$ cat src/rtl/tmr_pkg.sv
package tmr_pkg;

  typedef struct packed {
    logic       irq_rise;
    logic       src_ext;
    logic       ext_fall;
    logic       pre_wdt;
    logic [2:0] ps_sel;
  } tmr_cfg_t;

  localparam tmr_cfg_t CFG_RST = '{irq_rise: 1'b0, src_ext: 1'b1, ext_fall: 1'b1,
                                   pre_wdt: 1'b1, ps_sel: 3'b111};

  // Terminal value of the prescaler (ratio - 1) for an owner and code.
  function automatic logic [7:0] pre_limit(input logic to_wdt, input logic [2:0] sel);
    logic [8:0] r;
    r = to_wdt ? (9'd1 << sel) : (9'd2 << sel);
    r = r - 9'd1;
    return r[7:0];
  endfunction

endpackage

$ cat src/rtl/tmr_edge_sync.sv
module tmr_edge_sync #(
  parameter int STAGES = 2
) (
  input  logic clk,
  input  logic rst_n,
  input  logic pin,
  output logic rise,
  output logic fall
);
  logic [STAGES-1:0] sync_q;
  logic              last_q;

  generate
    for (genvar i = 0; i < STAGES; i++) begin : g_stage
      always_ff @(posedge clk or negedge rst_n) begin
        if (!rst_n) sync_q[i] <= 1'b0;
        else        sync_q[i] <= (i == 0) ? pin : sync_q[(i == 0) ? 0 : i-1];
      end
    end
  endgenerate

  always_ff @(posedge clk or negedge rst_n) begin
    if (!rst_n) last_q <= 1'b0;
    else        last_q <= sync_q[STAGES-1];
  end

  assign rise =  sync_q[STAGES-1] & ~last_q;
  assign fall = ~sync_q[STAGES-1] &  last_q;
endmodule

$ cat src/rtl/tmr_prescaler.sv
module tmr_prescaler #(
  parameter int PRE_W = 8
) (
  input  logic             clk,
  input  logic             rst_n,
  input  logic             clr,
  input  logic             evt_in,
  input  logic [PRE_W-1:0] limit,
  output logic             evt_out
);
  logic [PRE_W-1:0] pre_q;
  logic             at_end;

  assign at_end  = (pre_q >= limit);
  assign evt_out = evt_in & at_end;

  always_ff @(posedge clk or negedge rst_n) begin
    if (!rst_n)      pre_q <= '0;
    else if (clr)    pre_q <= '0;
    else if (evt_in) pre_q <= at_end ? '0 : pre_q + 1'b1;
  end
endmodule

$ cat src/rtl/tmr_wdog.sv
module tmr_wdog #(
  parameter int WD_W = 8
) (
  input  logic clk,
  input  logic rst_n,
  input  logic clr,
  input  logic fire,
  output logic base_ovf,
  output logic timeout
);
  logic [WD_W-1:0] base_q;

  assign base_ovf = &base_q;

  always_ff @(posedge clk or negedge rst_n) begin
    if (!rst_n)   base_q <= '0;
    else if (clr) base_q <= '0;
    else          base_q <= base_q + 1'b1;
  end

  always_ff @(posedge clk or negedge rst_n) begin
    if (!rst_n)    timeout <= 1'b0;
    else if (clr)  timeout <= 1'b0;
    else if (fire) timeout <= 1'b1;
  end
endmodule

$ cat src/rtl/tmr_wdog_unit.sv
module tmr_wdog_unit #(
  parameter int SYNC_STAGES = 2,
  parameter int WD_W        = 8,
  parameter int CNT_W       = 8
) (
  input  logic             clk,
  input  logic             rst_n,
  input  logic             opt_we,
  input  logic [7:0]       acc_bus,
  input  logic             tick_en,
  input  logic             ext_clk,
  input  logic             wd_clear,
  output logic [CNT_W-1:0] cnt_q,
  output logic             cnt_wrap,
  output logic             wd_timeout,
  output logic             irq_rise_sel
);
  import tmr_pkg::*;
  localparam int PRE_W = 8;
  localparam int CFG_W = $bits(tmr_cfg_t);

  tmr_cfg_t   cfg_q;
  logic       ext_rise, ext_fallen, src_evt;
  logic       base_ovf, pre_in, pre_out, cnt_inc, wd_fire;
  logic [PRE_W-1:0] limit;

  always_ff @(posedge clk or negedge rst_n) begin
    if (!rst_n)      cfg_q <= CFG_RST;
    else if (opt_we) cfg_q <= tmr_cfg_t'(acc_bus[CFG_W-1:0]);
  end

  assign irq_rise_sel = cfg_q.irq_rise;

  tmr_edge_sync #(.STAGES(SYNC_STAGES)) u_sync (
    .clk(clk), .rst_n(rst_n), .pin(ext_clk), .rise(ext_rise), .fall(ext_fallen)
  );

  assign src_evt = cfg_q.src_ext ? (cfg_q.ext_fall ? ext_fallen : ext_rise) : tick_en;
  assign limit   = pre_limit(cfg_q.pre_wdt, cfg_q.ps_sel);
  assign pre_in  = cfg_q.pre_wdt ? base_ovf : src_evt;

  tmr_prescaler #(.PRE_W(PRE_W)) u_pre (
    .clk(clk), .rst_n(rst_n), .clr(wd_clear), .evt_in(pre_in),
    .limit(limit), .evt_out(pre_out)
  );

  assign cnt_inc = cfg_q.pre_wdt ? src_evt : pre_out;
  assign wd_fire = cfg_q.pre_wdt ? pre_out : base_ovf;

  tmr_wdog #(.WD_W(WD_W)) u_wd (
    .clk(clk), .rst_n(rst_n), .clr(wd_clear), .fire(wd_fire),
    .base_ovf(base_ovf), .timeout(wd_timeout)
  );

  always_ff @(posedge clk or negedge rst_n) begin
    if (!rst_n) begin
      cnt_q    <= '0;
      cnt_wrap <= 1'b0;
    end else begin
      cnt_wrap <= cnt_inc & (&cnt_q);
      if (cnt_inc) cnt_q <= cnt_q + 1'b1;
    end
  end
endmodule

$ cat config.mk
export PLATFORM = sky130hd
export DESIGN_NAME = tmr_wdog_unit
export DESIGN_NICKNAME = d
export VERILOG_FILES = /design/src/rtl/tmr_pkg.sv /design/src/rtl/tmr_edge_sync.sv /design/src/rtl/tmr_prescaler.sv /design/src/rtl/tmr_wdog.sv /design/src/rtl/tmr_wdog_unit.sv
export SDC_FILE = /design/constraint.sdc
export NUM_CORES = 1
export LEC_CHECK = 0
export BUFFER_PORTS_ARGS = -buffer_cell sky130_fd_sc_hd__buf_2
export CAP_MARGIN = 20
export CORE_MARGIN = 2
export CORE_UTILIZATION = 50
export CTS_CLUSTER_SIZE = 14
export DETAILED_ROUTE_END_ITERATION = 6
export GPL_ROUTABILITY_DRIVEN = 1
export PLACE_DENSITY = 0.66
export SKIP_CTS_REPAIR_TIMING = 1
export SLEW_MARGIN = 30
export SYNTH_ARGS = -nofsm -noshare
export SYNTH_HDL_FRONTEND = slang
export SYNTH_SLANG_ARGS = --single-unit
$ cat constraint.sdc
create_clock -name clk -period 6.7 [get_ports clk]
set_input_delay 0.335 -clock clk [delete_from_list [all_inputs] [get_ports clk]]
set_output_delay 0.335 -clock clk [all_outputs]
set_load 0.1 [all_outputs]
== After elaboration in Yosys (flattened, before gate mapping) ==
Cells that the tools add are included.
Cells by class
  bitwise gates (word level): 6
  shift-type cells: 2
  add/subtract/negate cells: 4
  muxes and demuxes: 12
  reductions and logical operators: 4
  magnitude comparators: 1
Operator list (number)
  8-bit two-way mux: 5
  8-bit by 1-bit adder with 8-bit output (second input constant): 3
  8-bit AND reduction: 2
  8-bit >= comparator: 1
  1-bit by 3-bit left shift with 8-bit output (first input constant): 1
  2-bit by 3-bit left shift with 8-bit output (first input constant): 1
  8-bit by 1-bit subtractor with 8-bit output (second input constant): 1
  1-bit two-way mux: 7
  1-bit AND: 4
  2-bit nonzero test: 2
  1-bit inverter: 2
Storage, ports and cells
  register bits after elaboration: 36
  word-level logic and storage cells: 42
  output and inout bits: 11
  input port bits: 14

== Longest topological paths before layout ==
  word-level depth: 9
  mapped depth: 17
  depth with buffers taken out: 14

== By module ==
Synthesis repeated with hierarchy kept, for this count alone.
Unflattened totals
  cell total of the unflattened synthesis: 220
  area total of the unflattened synthesis: 2107.0 µm²
Modules (own cells, without submodules)
  tmr_wdog_unit: area each 975.9 µm², sequential area each 407.9 µm², times used 1, cells an instance 103
  tmr_prescaler: area each 646.9 µm², sequential area each 200.2 µm², times used 1, cells an instance 74
  tmr_wdog: area each 394.1 µm², sequential area each 225.2 µm², times used 1, cells an instance 38
  tmr_edge_sync: area each 90.1 µm², sequential area each 75.1 µm², times used 1, cells an instance 5

== Least setup slack after synthesis ==
OpenSTA, ideal clock, no wires.
  kind: register to register
  start point: register cfg_q[0] (netlist name)
  end point: register cnt_q[1]
  period minus slack after synthesis: 3342 ps
  arrival time: 3216 ps
  stages on the path, launching flop included: 18
  setup slack: 3358 ps
  setup time: 126 ps
  data required time: 6574 ps
  cells stage by stage: dfstp_2 > inv_1 > ha_1 > clkbuf_1 > nand2_1 > ha_1 > clkbuf_1 > o21ai_0 > nand2_1 > o21ai_0 > a22oi_1 > ha_1 > and2_1 > a221oi_1 > o21ai_0 > buf_2 > o21ai_1 > mux2_2
Between the ends
  word-level cells in the longest chain between the ends: 6
  elaborated cells between the ends (all ways): 7
  classes of those cells: 1 x add/sub; 1 x order compare; 2 x shift; 2 x mux; 1 x bitwise
RTL lines
  start: declaration: RTL line tmr_wdog_unit.sv:22  | tmr_cfg_t cfg_q;
  start signal: assignment: RTL line tmr_wdog_unit.sv:29  | else if (opt_we) cfg_q <= tmr_cfg_t'(acc_bus[CFG_W-1:0]);
  2-bit by 3-bit left shift with 8-bit output / 1-bit by 3-bit left shift with 8-bit output (equally long branches): RTL line tmr_pkg.sv:17  | r = to_wdt ? (9'd1 << sel) : (9'd2 << sel);
  8-bit two-way mux *: RTL line tmr_pkg.sv:17
  8-bit by 1-bit subtractor with 8-bit output *: RTL line tmr_pkg.sv:18  | r = r - 9'd1;
  8-bit >= comparator *: RTL line tmr_prescaler.sv:14  | assign at_end = (pre_q >= limit);
  1-bit AND *: RTL line tmr_prescaler.sv:15  | assign evt_out = evt_in & at_end;
  1-bit two-way mux *: RTL line tmr_wdog_unit.sv:47  | assign cnt_inc = cfg_q.pre_wdt ? src_evt : pre_out;
  end signal: assignment: RTL line tmr_wdog_unit.sv:61  | if (cnt_inc) cnt_q <= cnt_q + 1'b1;
  end: declaration: RTL line tmr_wdog_unit.sv:13  | output logic [CNT_W-1:0] cnt_q,
Every way passes the cells marked *; elsewhere a longest branch is shown, timed or not.
A chain may end at the register's enable or synchronous reset.

== Worst setup path in the final report ==
  start point: register cfg_q[3] (netlist name)
  end point: register u_pre.pre_q[7]
Between the ends
  word-level cells in the longest chain between the ends: 6
  elaborated cells between the ends (all ways): 8
  classes of those cells: 1 x add/sub; 1 x order compare; 5 x mux; 1 x reduce/logical
RTL lines
  8-bit two-way mux: RTL line tmr_pkg.sv:17
  8-bit by 1-bit subtractor with 8-bit output: RTL line tmr_pkg.sv:18
  8-bit >= comparator: RTL line tmr_prescaler.sv:14
  8-bit two-way mux (2 in series): RTL line tmr_prescaler.sv:20  | else if (evt_in) pre_q <= at_end ? '0 : pre_q + 1'b1;
  8-bit two-way mux: RTL line tmr_prescaler.sv:19  | else if (clr) pre_q <= '0;
  end signal: assignment: RTL line tmr_prescaler.sv:20
  end: declaration: RTL line tmr_prescaler.sv:11  | logic [PRE_W-1:0] pre_q;
Several ways; a longest one is shown, not always the timed one. The select of a mux whose other input is x is not followed.

==> impl_summary.md <==
Outcome
The run finished with clean final reports.

Drt
The total iterations of the first detailed-routing run is 4. The remaining antenna violation count after routing is 0. The final routed wire length divided by cell count is 14.5 microns. The via count is between 1500 and 2000.

Dividing the detail-routed via count by the number of cells gives 5.82. After detailed routing, the number of remaining DRC violations is 0. The first-iteration detailed-routing DRC count is 78. Wires add up to 4.07 mm.

Logic synthesis
The share of the synthesized area in the top cell type is between 30% and 40%. The cell accounting for the most synthesized area is sky130_fd_sc_hd__dfrtp_1. In the synthesized netlist, the number of instances is 207.

Yosys instantiated no cell more often than sky130_fd_sc_hd__dfrtp_1. The number of distinct standard cells referenced by the synthesized netlist is 44. The count of flip-flops with a built-in enable after synthesis is 0.

The sequential-to-total area share from yosys stat is 44.3%. The most used flip-flop cell after synthesis is sky130_fd_sc_hd__dfrtp_1. In this run, synthesis produced a sequential element count of 36. After synthesis, the share of flip-flops with an asynchronous set or reset is between 90% and 100%.

The Yosys step of the flow raised 0 warnings. The cell area after synthesis is 2050 sq um. Counting instances in the post-synthesis netlist gives the leading cell types as sky130_fd_sc_hd__dfrtp_1 (30), sky130_fd_sc_hd__nand2_1 (19), sky130_fd_sc_hd__nor2_1 (19).

In the post-synthesis netlist, the biggest area contributors are sky130_fd_sc_hd__dfrtp_1 (37%), sky130_fd_sc_hd__ha_1 (8.6%), sky130_fd_sc_hd__dfstp_2 (7.7%). Synthesis produced a netlist with a net count of 235. The post-synthesis average cell area is 9.89 sq um.

STA
For the final database, setup skew stands at 6.54 ps. The number of hold-slack violations in the final timing report came to 0. The final setup violation count is 0. Setup repair after global routing left no endpoint under its margin.

For the final routed database, the setup TNS stands at 0 ps. The max-slew violation count was 0. The headroom to the max-slew limit is between 40% and 50%.

The post-route worst setup slack is 2890 ps. For the pin with the worst max-slew slack, the measured transition is 798 ps. For this run, the top clock speed supported by timing is 262 MHz. The smallest clock period supported by the final layout is computed as 3810 ps.

The final critical path takes up 56.9% of the cycle.

Die
The number of placement rows is 23. The I/O pin count is 25. For this configuration, the core starts out at a cell density of between 50% and 60%.

The floorplan step set the die width to between 60 and 70 microns. The floorplan step defined a core boundary enclosing 3970 sq um. The die covers 4620 sq um. The overall die height is 68.0 microns.

Setup path
For this design, the slowest cell found on the critical path is sky130_fd_sc_hd__dfstp_2. STA puts the critical path data arrival time at about 4000 ps. Among the stages of the critical path, the cell type that occurs most often is sky130_fd_sc_hd__ha_1. The worst setup path is launched from a flip-flop.

The delay of the slowest critical-path stage is ~660 ps. The signal on the critical path passes through ha_1 > nand2_1 > ha_1 > o21ai_0 > nand2_1 > o21ai_0 > a22oi_1 > ha_1 > and2_1 > a221oi_1 > o21ai_1 > or4_1 > a31oi_1. The start-to-end type of the worst setup path is flip-flop to flip-flop. STA classifies the critical path endpoint as a flip-flop. Along the worst path, the maximum fanout reaches 11. The required time of the critical path is roughly 6900 ps.

Clock tree
The sink count of the clock tree is 36. Clock-pin slew was measured on the worst setup and hold paths at 70 ps. The number of levels the H-tree was split into is 2. The buffer depth of the longest clock path is 2.

The clock latency on the worst-skew pair is around 280 ps. The clock root buffer is sky130_fd_sc_hd__clkbuf_8. TritonCTS built the clock tree. In this run, CTS created clock tree buffers numbering 5.

Final layout
The net count of the finished layout is about 260. Across the whole layout, storage elements account for 908 sq um. Summing all multi-input logic gate instances after layout gives around 1100 sq um.

The count of inserted antenna diode cells is 0. The area added between synthesis and finish is 11.5%. Cells fill 57.5% of the core in the end. The share of final-layout standard cells stronger than drive strength 1 is 19.1%.

Counting the fill cells in the layout gives 362.

GRT
The global-route total usage across every layer is 19.0%. The via count of the first global-routing pass came to 1484. The wire length of the first global-routing pass is 6.53 mm.

Global routing finished with a remaining overflow of 0. The largest net degree at the start of global routing is 37. The number of antenna violations at the first check in global routing is 0.

Power
The power per unit of standard cell area is 286 nW/um^2. In this run the static leakage power is 1.05 nW. The peak supply drop is just under 0.3 mV.

Run
The number of maximum-capacitance constraint violations is 0.

Placed design
Buffers placed on the I/O ports in this run total 23. The routability congestion estimate is 0.830. Before CTS, the worst setup slack after placement is 2910 ps.

Summed over all nets, the half-perimeter wirelength after detailed placement is 3.05 mm.

Min path
The worst hold path belongs to the class input port to asynchronous set/reset pin.
-- registers in the layout, summed over array words and instances, names as in the netlist --
register and flops:
u_sync.last_q 1, cnt_wrap 1, u_sync.sync_q 2, cnt_q 8, cfg_q 6, u_wd.base_q 8, u_wd.timeout 1, irq_rise_sel 1
u_pre.pre_q 8
-- routing by layer --
metal  part of all wire, %  vias up  wire length [microns]  GRT usage, %
met5                     0        -                      0             0
met1                    44      800                   1800          23.6
li1                      -      790                      -             -
met2                    51       36                   2070          32.5
met3                   3.8        4                    153          4.44
met4                  0.84        0                     34          6.50
-- where the power goes --
part / leakage, nW / internal, mW / total [mW] / switching [mW]
Sequential: 0.461 / 0.243 / 0.272 / 0.0293
Clock: 0.0455 / 0.0837 / 0.151 / 0.0675
Combinational: 0.547 / 0.0571 / 0.230 / 0.173
Total: 1.05 / 0.384 / 0.653 / 0.270
-- critical path, delay by kind of cell (launching register included) --
kind                       cells  cell delay (ps)
AOI/OAI and AO/OA              6             1180
and+or+nand+nor                4              960
adders and majority gates      3              940
DFF                            1              660
-- path summary, 6_finish.rpt --
check | start | end | cells past startpoint | slack [ps]
min in group clk | ext_clk | u_sync.sync_q[0] | 1 | 170
worst max-delay path | cfg_q[3] | u_pre.pre_q[7] | 13 | 2890
max in group asynchronous | rst_n | cnt_q[3] | 1 | 6080
worst max register to register | cfg_q[3] | u_pre.pre_q[7] | 13 | 2890
worst min register to register | u_sync.sync_q[0] | u_sync.sync_q[1] | 0 | 360
worst min-delay path | rst_n | u_wd.timeout | 1 | 130
-- cell type report --
cell class                 count  area share (%)
timing repair buffer          23            5.04
multi-input combinational    157            47.5
tap                           50            2.74
inverter                       6           0.986
sequential                    36            39.8
clock buffer                   8            3.94
-- placed cells by master (no fill, tap or decap), types with 3 or more instances in the layout --
cell | synthesis | routed
sky130_fd_sc_hd__dfrtp_1 | 30 | 30
sky130_fd_sc_hd__buf_2 | 1 | 23
sky130_fd_sc_hd__nor2_1 | 19 | 19
sky130_fd_sc_hd__nand2_1 | 19 | 19
sky130_fd_sc_hd__ha_1 | 14 | 14
sky130_fd_sc_hd__o21ai_0 | 14 | 13
sky130_fd_sc_hd__and3_1 | 11 | 11
sky130_fd_sc_hd__nand3_1 | 11 | 11
sky130_fd_sc_hd__xnor2_1 | 10 | 10
sky130_fd_sc_hd__inv_1 | 6 | 6
sky130_fd_sc_hd__a21oi_1 | 6 | 6
sky130_fd_sc_hd__mux2_2 | 6 | 6
sky130_fd_sc_hd__dfstp_2 | 6 | 6
sky130_fd_sc_hd__clkbuf_8 | 0 | 6
sky130_fd_sc_hd__xor2_1 | 4 | 4
sky130_fd_sc_hd__nor2b_1 | 3 | 3
sky130_fd_sc_hd__nand2b_1 | 3 | 3
sky130_fd_sc_hd__o21a_1 | 3 | 3
-- per-stage QoR --
| stage | area [sq um] | hold WS (ps) | instances | total power, mW |
|---|---|---|---|---|
| 6_report | 2280 | 133 | 280 | 0.653 |
| 5_1_grt | 2280 | 155 | 280 | 0.691 |
| 4_1_cts | 2280 | 155 | 280 | 0.661 |
| 3_5_place_dp | 2190 | 347 | 272 | 0.507 |
| 3_3_place_gp | 2190 | 333 | 272 | 0.500 |
| 2_1_floorplan | 2050 | 39.4 | 207 | 0.458 |
-- cell families after synthesis --
kind of cell	Yosys count	share of synthesized area [%]
AO/OA/AOI/OAI	47	16.0
XOR/XNOR	14	5.99
adder cells (fa/ha/maj)	14	8.55
buffers and inverters	14	2.63
flip-flops	36	44.3
multiplexers	7	4.40
AND/OR/NAND/NOR	75	18.1
No activity file was read; power rests on OpenSTA's default activity.
